$ cat src/rtl/preload_addr_gen.sv
module preload_addr_gen #(
  parameter int AW              = 32,
  parameter int IMM_W           = 13,
  parameter int RIDX_W          = 4,
  parameter int SAMT_W          = 5,
  parameter int PC_IDX          = 15,
  parameter int SP_IDX          = 13,
  parameter int WIDE_IMM_MAX    = 4095,
  parameter int COMPACT_NEG_MAX = 255,
  parameter int COMPACT_LSL_MAX = 3
) (
  input  logic              clk,
  input  logic              rst_n,
  input  logic              in_valid,
  input  logic              in_wide,
  input  logic [1:0]        in_kind,
  input  logic              in_mp_en,
  input  logic [AW-1:0]     in_base,
  input  logic [RIDX_W-1:0] in_base_idx,
  input  logic              in_use_reg,
  input  logic              in_sub,
  input  logic [IMM_W-1:0]  in_imm,
  input  logic [AW-1:0]     in_off,
  input  logic [RIDX_W-1:0] in_off_idx,
  input  logic [1:0]        in_shift_type,
  input  logic [SAMT_W-1:0] in_shift_amt,
  output logic              out_valid,
  output logic              out_req,
  output logic              out_illegal,
  output logic [AW-1:0]     out_addr,
  output logic [1:0]        out_kind
);

  localparam logic [1:0] SH_LSL = 2'b00;
  localparam logic [1:0] SH_LSR = 2'b01;
  localparam logic [1:0] SH_ASR = 2'b10;
  localparam logic [1:0] SH_ROR = 2'b11;
  localparam logic [1:0] K_READ  = 2'b00;
  localparam logic [1:0] K_WRITE = 2'b01;
  localparam logic [1:0] K_BAD   = 2'b11;
  localparam logic [RIDX_W-1:0] PC_R = RIDX_W'(PC_IDX);
  localparam logic [RIDX_W-1:0] SP_R = RIDX_W'(SP_IDX);
  localparam logic [IMM_W-1:0] LIM_FULL = IMM_W'(WIDE_IMM_MAX);
  localparam logic [IMM_W-1:0] LIM_NEG  = IMM_W'(COMPACT_NEG_MAX);
  localparam logic [SAMT_W-1:0] LSL_MAX = SAMT_W'(COMPACT_LSL_MAX);

  logic [AW-1:0]    shifted;
  logic [AW-1:0]    offset;
  logic [AW-1:0]    addr;
  logic [IMM_W-1:0] imm_lim;
  logic             imm_bad;
  logic             reg_bad;
  logic             wide_bad;
  logic             compact_bad;
  logic             bad;
  logic [1:0]       kind_rep;
  logic             amt_zero;

  assign amt_zero = (in_shift_amt == '0);

  always_comb begin
    case (in_shift_type)
      SH_LSL:  shifted = in_off << in_shift_amt;
      SH_LSR:  shifted = amt_zero ? '0 : (in_off >> in_shift_amt);
      SH_ASR:  shifted = amt_zero ? {AW{in_off[AW-1]}}
                                  : AW'($signed(in_off) >>> in_shift_amt);
      default: shifted = (in_off >> in_shift_amt) | (in_off << (AW - int'(in_shift_amt)));
    endcase
  end

  assign offset = in_use_reg ? shifted : {{(AW-IMM_W){1'b0}}, in_imm};
  assign addr   = in_sub ? (in_base - offset) : (in_base + offset);

  assign imm_lim = (!in_wide && in_sub && in_base_idx != PC_R) ? LIM_NEG : LIM_FULL;
  assign imm_bad = !in_use_reg && (in_imm > imm_lim);

  assign wide_bad    = (in_shift_type == SH_ROR) && amt_zero;
  assign compact_bad = in_sub || in_base_idx == PC_R || in_base_idx == SP_R ||
                       in_shift_type != SH_LSL || in_shift_amt > LSL_MAX;
  assign reg_bad     = in_use_reg &&
                       (in_off_idx == PC_R || (in_wide ? wide_bad : compact_bad));

  assign bad      = imm_bad || reg_bad || in_kind == K_BAD;
  assign kind_rep = (in_kind == K_WRITE && !in_mp_en) ? K_READ : in_kind;

  always_ff @(posedge clk) begin
    if (!rst_n) begin
      out_valid   <= 1'b0;
      out_illegal <= 1'b0;
      out_addr    <= '0;
      out_kind    <= K_READ;
    end else begin
      out_valid   <= in_valid;
      out_illegal <= in_valid && bad;
      if (in_valid) begin
        out_addr <= addr;
        out_kind <= kind_rep;
      end
    end
  end

  assign out_req = out_valid && !out_illegal;

endmodule

$ cat config.mk
export PLATFORM = sky130hd
export DESIGN_NAME = preload_addr_gen
export DESIGN_NICKNAME = d
export VERILOG_FILES = /design/src/rtl/preload_addr_gen.sv
export SDC_FILE = /design/constraint.sdc
export NUM_CORES = 1
export LEC_CHECK = 0
export ABC_AREA = 1
export BUFFER_PORTS_ARGS = -buffer_cell sky130_fd_sc_hd__buf_2
export CORE_MARGIN = 2
export CORE_UTILIZATION = 60
export DETAILED_ROUTE_END_ITERATION = 16
export PLACE_DENSITY = 0.9
export SKIP_LAST_GASP = 1
export SYNTH_ARGS = -nofsm -noshare
export SYNTH_HDL_FRONTEND = slang
export SYNTH_SLANG_ARGS = --single-unit
$ cat constraint.sdc
create_clock -name clk -period 6.6 [get_ports clk]
set_clock_uncertainty 0.15 [all_clocks]
set_input_delay 0.66 -clock clk [delete_from_list [all_inputs] [get_ports clk]]
set_output_delay 0.66 -clock clk [all_outputs]
set_load 0.01 [all_outputs]
==> results.json, run 1 <==
{
  "critPathMostFrequentCell": "nand2_1",
  "grt_max_degree": 50,
  "clockBufferDepth": 2,
  "numCtsBuffers": 5,
  "die_h_um": 136,
  "dieWidth_um": 136,
  "post-route-period-util": 0.952,
  "layout.nets": 2249,
  "port-buffer-count": 137,
  "grt_usage": 0.495,
  "via_per_inst": 6.39,
  "die-area_um2": 18500,
  "drt_iter0_markers": 2144,
  "cts_root_buf": "clkbuf_16",
  "dr.pass1.iters": 7,
  "slew_headroom": 0.314,
  "routabilityCongestion": 1.21,
  "initial_core_util": 0.609,
  "core_um2": 17100,
  "maxSlewViolCount": 0,
  "timing.fmax_ghz": 0.159,
  "ys_top_cells_by_area": "nand2_1, nand3_1, dfxtp_1, nor2_1, inv_1",
  "yosys.area.top_type": "nand2_1",
  "post-dp-hpwl_mm": 36.6,
  "rr_startpoint": "out_addr[6]$_SDFFE_PN0P_",
  "synth.top_cell.area_share": 0.261,
  "clock_latency_ps": 280,
  "grt_pass1_wl_mm": 71.2,
  "critPathBufInv": 9,
  "ant_nets": 0,
  "worst_pin_slew_ps": 1020,
  "clock-sinks": 36,
  "p_sw_frac": 0.554,
  "drive_gt1_frac": 0.123,
  "tritoncts": "yes",
  "pwr-share-clk": 0.137,
  "seq_power_share": 0.149,
  "syn_inst": 2029,
  "synth_cell_types": 54,
  "ys_ff_latch": 36,
  "min_from": "out_kind[0]$_SDFFE_PN0P_",
  "placement_rows": 48,
  "pwr-share-comb": 0.715,
  "ios": 138,
  "overflow": 0,
  "fin_setup_tns_ps": 0,
  "hold_path_class": "reg2reg",
  "crit_family": "compound AO/OA/AOI/OAI gates",
  "slowest_stage": "a21boi_0",
  "finalPower_mw": 1.75,
  "finalSetupViolCount": 0,
  "finalCriticalPeriod_ps": 6280,
  "power.internal_uw": 781,
  "final_cell_mix": "nand2_1, nand3_1, nor2_1",
  "vias": 14919,
  "syn-cell-area_um2": 10400,
  "worstPathMaxFanout": 35,
  "cp.arrival_ps": 6310,
  "crit_path_end_kind": "register",
  "status": "completed",
  "crit_required_ps": 6630,
  "antenna_found_initial": 2,
  "clk_pin_slew_ps": 60,
  "ir_drop_mv": 0.179,
  "synthFlopType": "dfxtp_1",
  "synth_fp_nets": 2170,
  "startpoint_type": "input port",
  "whs_ps": 338,
  "htreeDepth": 2,
  "remaining_drc_errors": 0,
  "rsz0062_at_grt": "no",
  "synth_edf_count": 0,
  "avgRoutedWirePerCell_um": 19.8,
  "slowest_delay_ps": 500,
  "hold_viol": 0,
  "async_reset_ff_frac": 0,
  "final_common_cell": "nand2_1",
  "drv_cap": 0,
  "yosysWarnings": 0,
  "p_sw_uw": 972,
  "leakagePower_nw": 6.24,
  "totalWireLength_mm": 46.3,
  "syn2layout_area_growth_pct": 7.48,
  "crit_type": "in2reg",
  "fillCellCount": 1685,
  "critPathLaunch": "in_shift_amt[1]",
  "yosysSeqAreaShare": 0.0691,
  "grt_pass1_vias": 13294,
  "avgSynthCellArea_um2": 5.14,
  "powerDensity_nw_per_um2": 156
}
==> registers in the layout, summed over array words and instances, names as in the netlist <==
signal / flops
out_valid: 1
out_illegal: 1
out_addr: 32
out_kind: 2
==> per-layer routing <==
| layer | vias to the layer above | routed length [um] | GRT usage |
|---|---|---|---|
| li1 | 6814 | - | - |
| met1 | 6485 | 16400 | 0.589 |
| met2 | 1271 | 19100 | 0.749 |
| met3 | 349 | 6650 | 0.154 |
| met4 | 0 | 4160 | 0.365 |
| met5 | - | 0 | 0 |
==> cells by family after synthesis <==
logic type	after synthesis	share of synthesized area
compound gates	295	0.165
buf+inv	276	0.123
xor+xnor	42	0.0391
simple gates	1340	0.555
flops	36	0.0691
fa+ha+maj	40	0.0487
==> worst paths after layout <==
| kind | to | slack, ps | cells after the start |
|---|---|---|---|
| min reg2reg | out_kind[0]$_SDFFE_PN0P_ | 340 | 2 |
| max reg2reg | out_addr[6]$_SDFFE_PN0P_ | 5710 | 4 |
| max | out_addr[24]$_SDFFE_PN0P_ | 320 | 34 |
| min | out_kind[0]$_SDFFE_PN0P_ | 340 | 2 |
==> power groups by stage <==
stage / sequential, mW / clock [mW] / combinational [mW]
2_1_floorplan: 0.278 / 0 / 0.823
3_5_place_dp: 0.265 / 0 / 1.17
5_1_grt: 0.263 / 0.244 / 1.36
3_3_place_gp: 0.263 / 0 / 1.15
6_report: 0.261 / 0.239 / 1.25
4_1_cts: 0.260 / 0.234 / 1.18
==> Yosys cell counts, drive strengths merged, types with 2 or more instances <==
library cell  number
o211ai            34
dfxtp             36
nand2            752
clkbuf            25
xor2              23
xnor2             18
nor4               2
nand3b             9
o311ai             3
a21o               6
ha                39
nor2             187
a21oi             88
a21boi             4
o21ai            134
or2                2
o31ai              2
inv              169
o22ai              2
o221ai             5
nor3               8
nand4             19
buf               78
o21bai             7
clkinv             4
a31oi              6
and2              21
a211oi             3
nand3            338
==> tightest hold or removal path, stage by stage, from the launching register on <==
cell      delay, ps
dfxtp_1         330
o211ai_1         80
inv_1            50
==> layout make-up <==
class	count	area (um^2)	area share
inverters	173	654	0.0584
repair buffers	175	971	0.0866
well taps	225	282	0.0251
clock buffers	5	125	0.0112
clock inverters	3	18.8	0.00167
diodes	1	2.50	0.000223
multi-input cells	1717	8440	0.753
flip-flops and latches	36	721	0.0643
==> stage by stage <==
| step | area, um^2 | util | setup WS (ps) | instances |
|---|---|---|---|---|
| detailed placement | 11100 | 0.646 | 304 | 2326 |
| floorplan | 10400 | - | 897 | 2029 |
| global placement | 11100 | 0.646 | 476 | 2326 |
| finish | 11200 | 0.655 | 320 | 2335 |
| CTS | 11200 | 0.654 | 478 | 2334 |
| global route | 11200 | 0.655 | 30.1 | 2334 |
==> what timing repair did <==
item	CTS	global route
gates resized for setup	0	3
buffers inserted	0	0
endpoints found under the setup margin	0	3
hold buffers	0	0
Power figures use the tool's default switching activity.
==> inputs of run 2 (changes only) <==
Settings changed: CORE_UTILIZATION 60 to 25, PLACE_DENSITY 0.9 to 0.49.
==> run 2 against run 1 <==
Compared with the run above: setup slack improved by 100 ps; register-to-register slack improved by 30 ps; first-iteration DRC count decreased by 17%; clock-buffer cell count unchanged; critical path type unchanged; largest cell class unchanged.
==> results.json, run 2 (synthesis gave the netlist of run 1 again) <==
{
  "worstPathMaxFanout": 34,
  "final_common_cell": "nand2_1",
  "startpoint_type": "input port",
  "overflow": 0,
  "seq_area_um2": 721,
  "clockBufferDepth": 2,
  "die_h_um": 208,
  "clock_latency_ps": 270,
  "crit_path_end_kind": "register",
  "fin_setup_tns_ps": 0,
  "remaining_drc_errors": 0,
  "layout.nets": 2266,
  "crit_required_ps": 6600,
  "timing.fmax_ghz": 0.162,
  "top_register": "out_addr",
  "avgRoutedWirePerCell_um": 19.8,
  "antenna_found_initial": 0,
  "pwr-share-clk": 0.133,
  "critPathMostFrequentCell": "nand2_1",
  "r2r_cells": 4,
  "drive_gt1_frac": 0.129,
  "final_cell_mix": "nand2_1, nand3_1, nor2_1",
  "tritoncts": "yes",
  "leakagePower_nw": 6.33,
  "cts_root_buf": "clkbuf_16",
  "diodes": 0,
  "slowest_delay_ps": 500,
  "clk_pin_slew_ps": 60,
  "power.internal_uw": 789,
  "ant_nets": 0,
  "drv_cap": 0,
  "hold_viol": 0,
  "clock-sinks": 36,
  "ios": 138,
  "slew_headroom": 0.272,
  "numCtsBuffers": 5,
  "placement_rows": 74,
  "postLayoutCellArea_um2": 11700,
  "die-area_um2": 43400,
  "fillCellCount": 4860,
  "placedInstanceArea_um2": 11600,
  "grt_max_degree": 60,
  "dieWidth_um": 208,
  "maxSlewViolCount": 0,
  "powerDensity_nw_per_um2": 149,
  "drt_iter0_markers": 1776,
  "port-buffer-count": 137,
  "status": "completed",
  "post-route-period-util": 0.936,
  "via_per_inst": 5.30,
  "grt_usage": 0.236,
  "hold_path_class": "reg2reg",
  "core_um2": 41000,
  "rsz0062_at_grt": "no",
  "grt_pass1_wl_mm": 79.6,
  "finalSetupViolCount": 0,
  "ir_drop_mv": 0.0993,
  "syn2layout_area_growth_pct": 12.5,
  "worst_pin_slew_ps": 1090,
  "cp.arrival_ps": 6180,
  "top_regs": "out_addr x32, out_kind x2",
  "post-place-ws_ps": 340,
  "multi_input_area_um2": 8430,
  "hold_buffers": 0,
  "whs_ps": 334,
  "crit_type": "in2reg",
  "initial_core_util": 0.254,
  "vias": 14081,
  "htreeDepth": 2,
  "p_sw_uw": 958,
  "ctsResizeCount": 0,
  "totalWireLength_mm": 52.7,
  "hold_depth": 2,
  "seq_power_share": 0.149,
  "slowest_stage": "o21ai_0",
  "postCtsSetupBuffers": 0,
  "post-dp-hpwl_mm": 43.4,
  "finalCriticalPeriod_ps": 6180,
  "p_sw_frac": 0.548,
  "post-route-util": 0.286,
  "worst_slack_ps": 421,
  "dr.pass1.iters": 6,
  "routabilityCongestion": 1.07,
  "grt_pass1_vias": 13412,
  "pwr-share-comb": 0.718,
  "largest_reg_flops": 32
}
[run 2: final timing paths]
check	from	end	slack (ps)
setup / recovery	in_shift_amt[0]	out_addr[27]$_SDFFE_PN0P_	420
hold / removal	out_addr[29]$_SDFFE_PN0P_	out_addr[29]$_SDFFE_PN0P_	330
setup reg to reg	out_addr[10]$_SDFFE_PN0P_	out_addr[10]$_SDFFE_PN0P_	5740
hold reg to reg	out_addr[29]$_SDFFE_PN0P_	out_addr[29]$_SDFFE_PN0P_	330
[run 2: power by group through the flow]
stage / Sequential, mW / Combinational, mW / Clock, mW
finish: 0.260 / 1.25 / 0.232
global route: 0.264 / 1.38 / 0.250
CTS: 0.261 / 1.23 / 0.240
detailed placement: 0.265 / 1.23 / 0
global placement: 0.265 / 1.23 / 0
floorplan: 0.278 / 0.823 / 0
[run 2: critical path, delay by kind of cell]
family	cells	cell delay (ps)
xor+xnor	2	310
simple gates	17	2140
fa+ha+maj	1	380
compound gates	5	1510
buf+inv	6	1140
[run 2: routing by layer]
| layer | up-vias | part of all wire | wire length, um | track usage |
|---|---|---|---|---|
| met5 | - | 0 | 0 | 0 |
| met4 | 0 | 0.038 | 2010 | 0.0814 |
| met3 | 87 | 0.065 | 3420 | 0.0177 |
| met2 | 591 | 0.46 | 24000 | 0.396 |
| met1 | 6551 | 0.44 | 23300 | 0.319 |
| li1 | 6852 | - | - | - |
[run 2: stage by stage]
| stage | std cells | total power [mW] |
|---|---|---|
| 2_1_floorplan | 2029 | 1.10 |
| 3_3_place_gp | 2650 | 1.50 |
| 3_5_place_dp | 2650 | 1.49 |
| 4_1_cts | 2658 | 1.74 |
| 5_1_grt | 2658 | 1.90 |
| 6_report | 2658 | 1.75 |
[run 2: final cells by class]
cell class,count,share of cell area
Clock buffer,5,0.0107
Tap cell,532,0.0567
Clock inverter,3,0.00160
Timing Repair Buffer,192,0.0957
Sequential cell,36,0.0614
Inverter,173,0.0557
Multi-Input combinational cell,1717,0.718
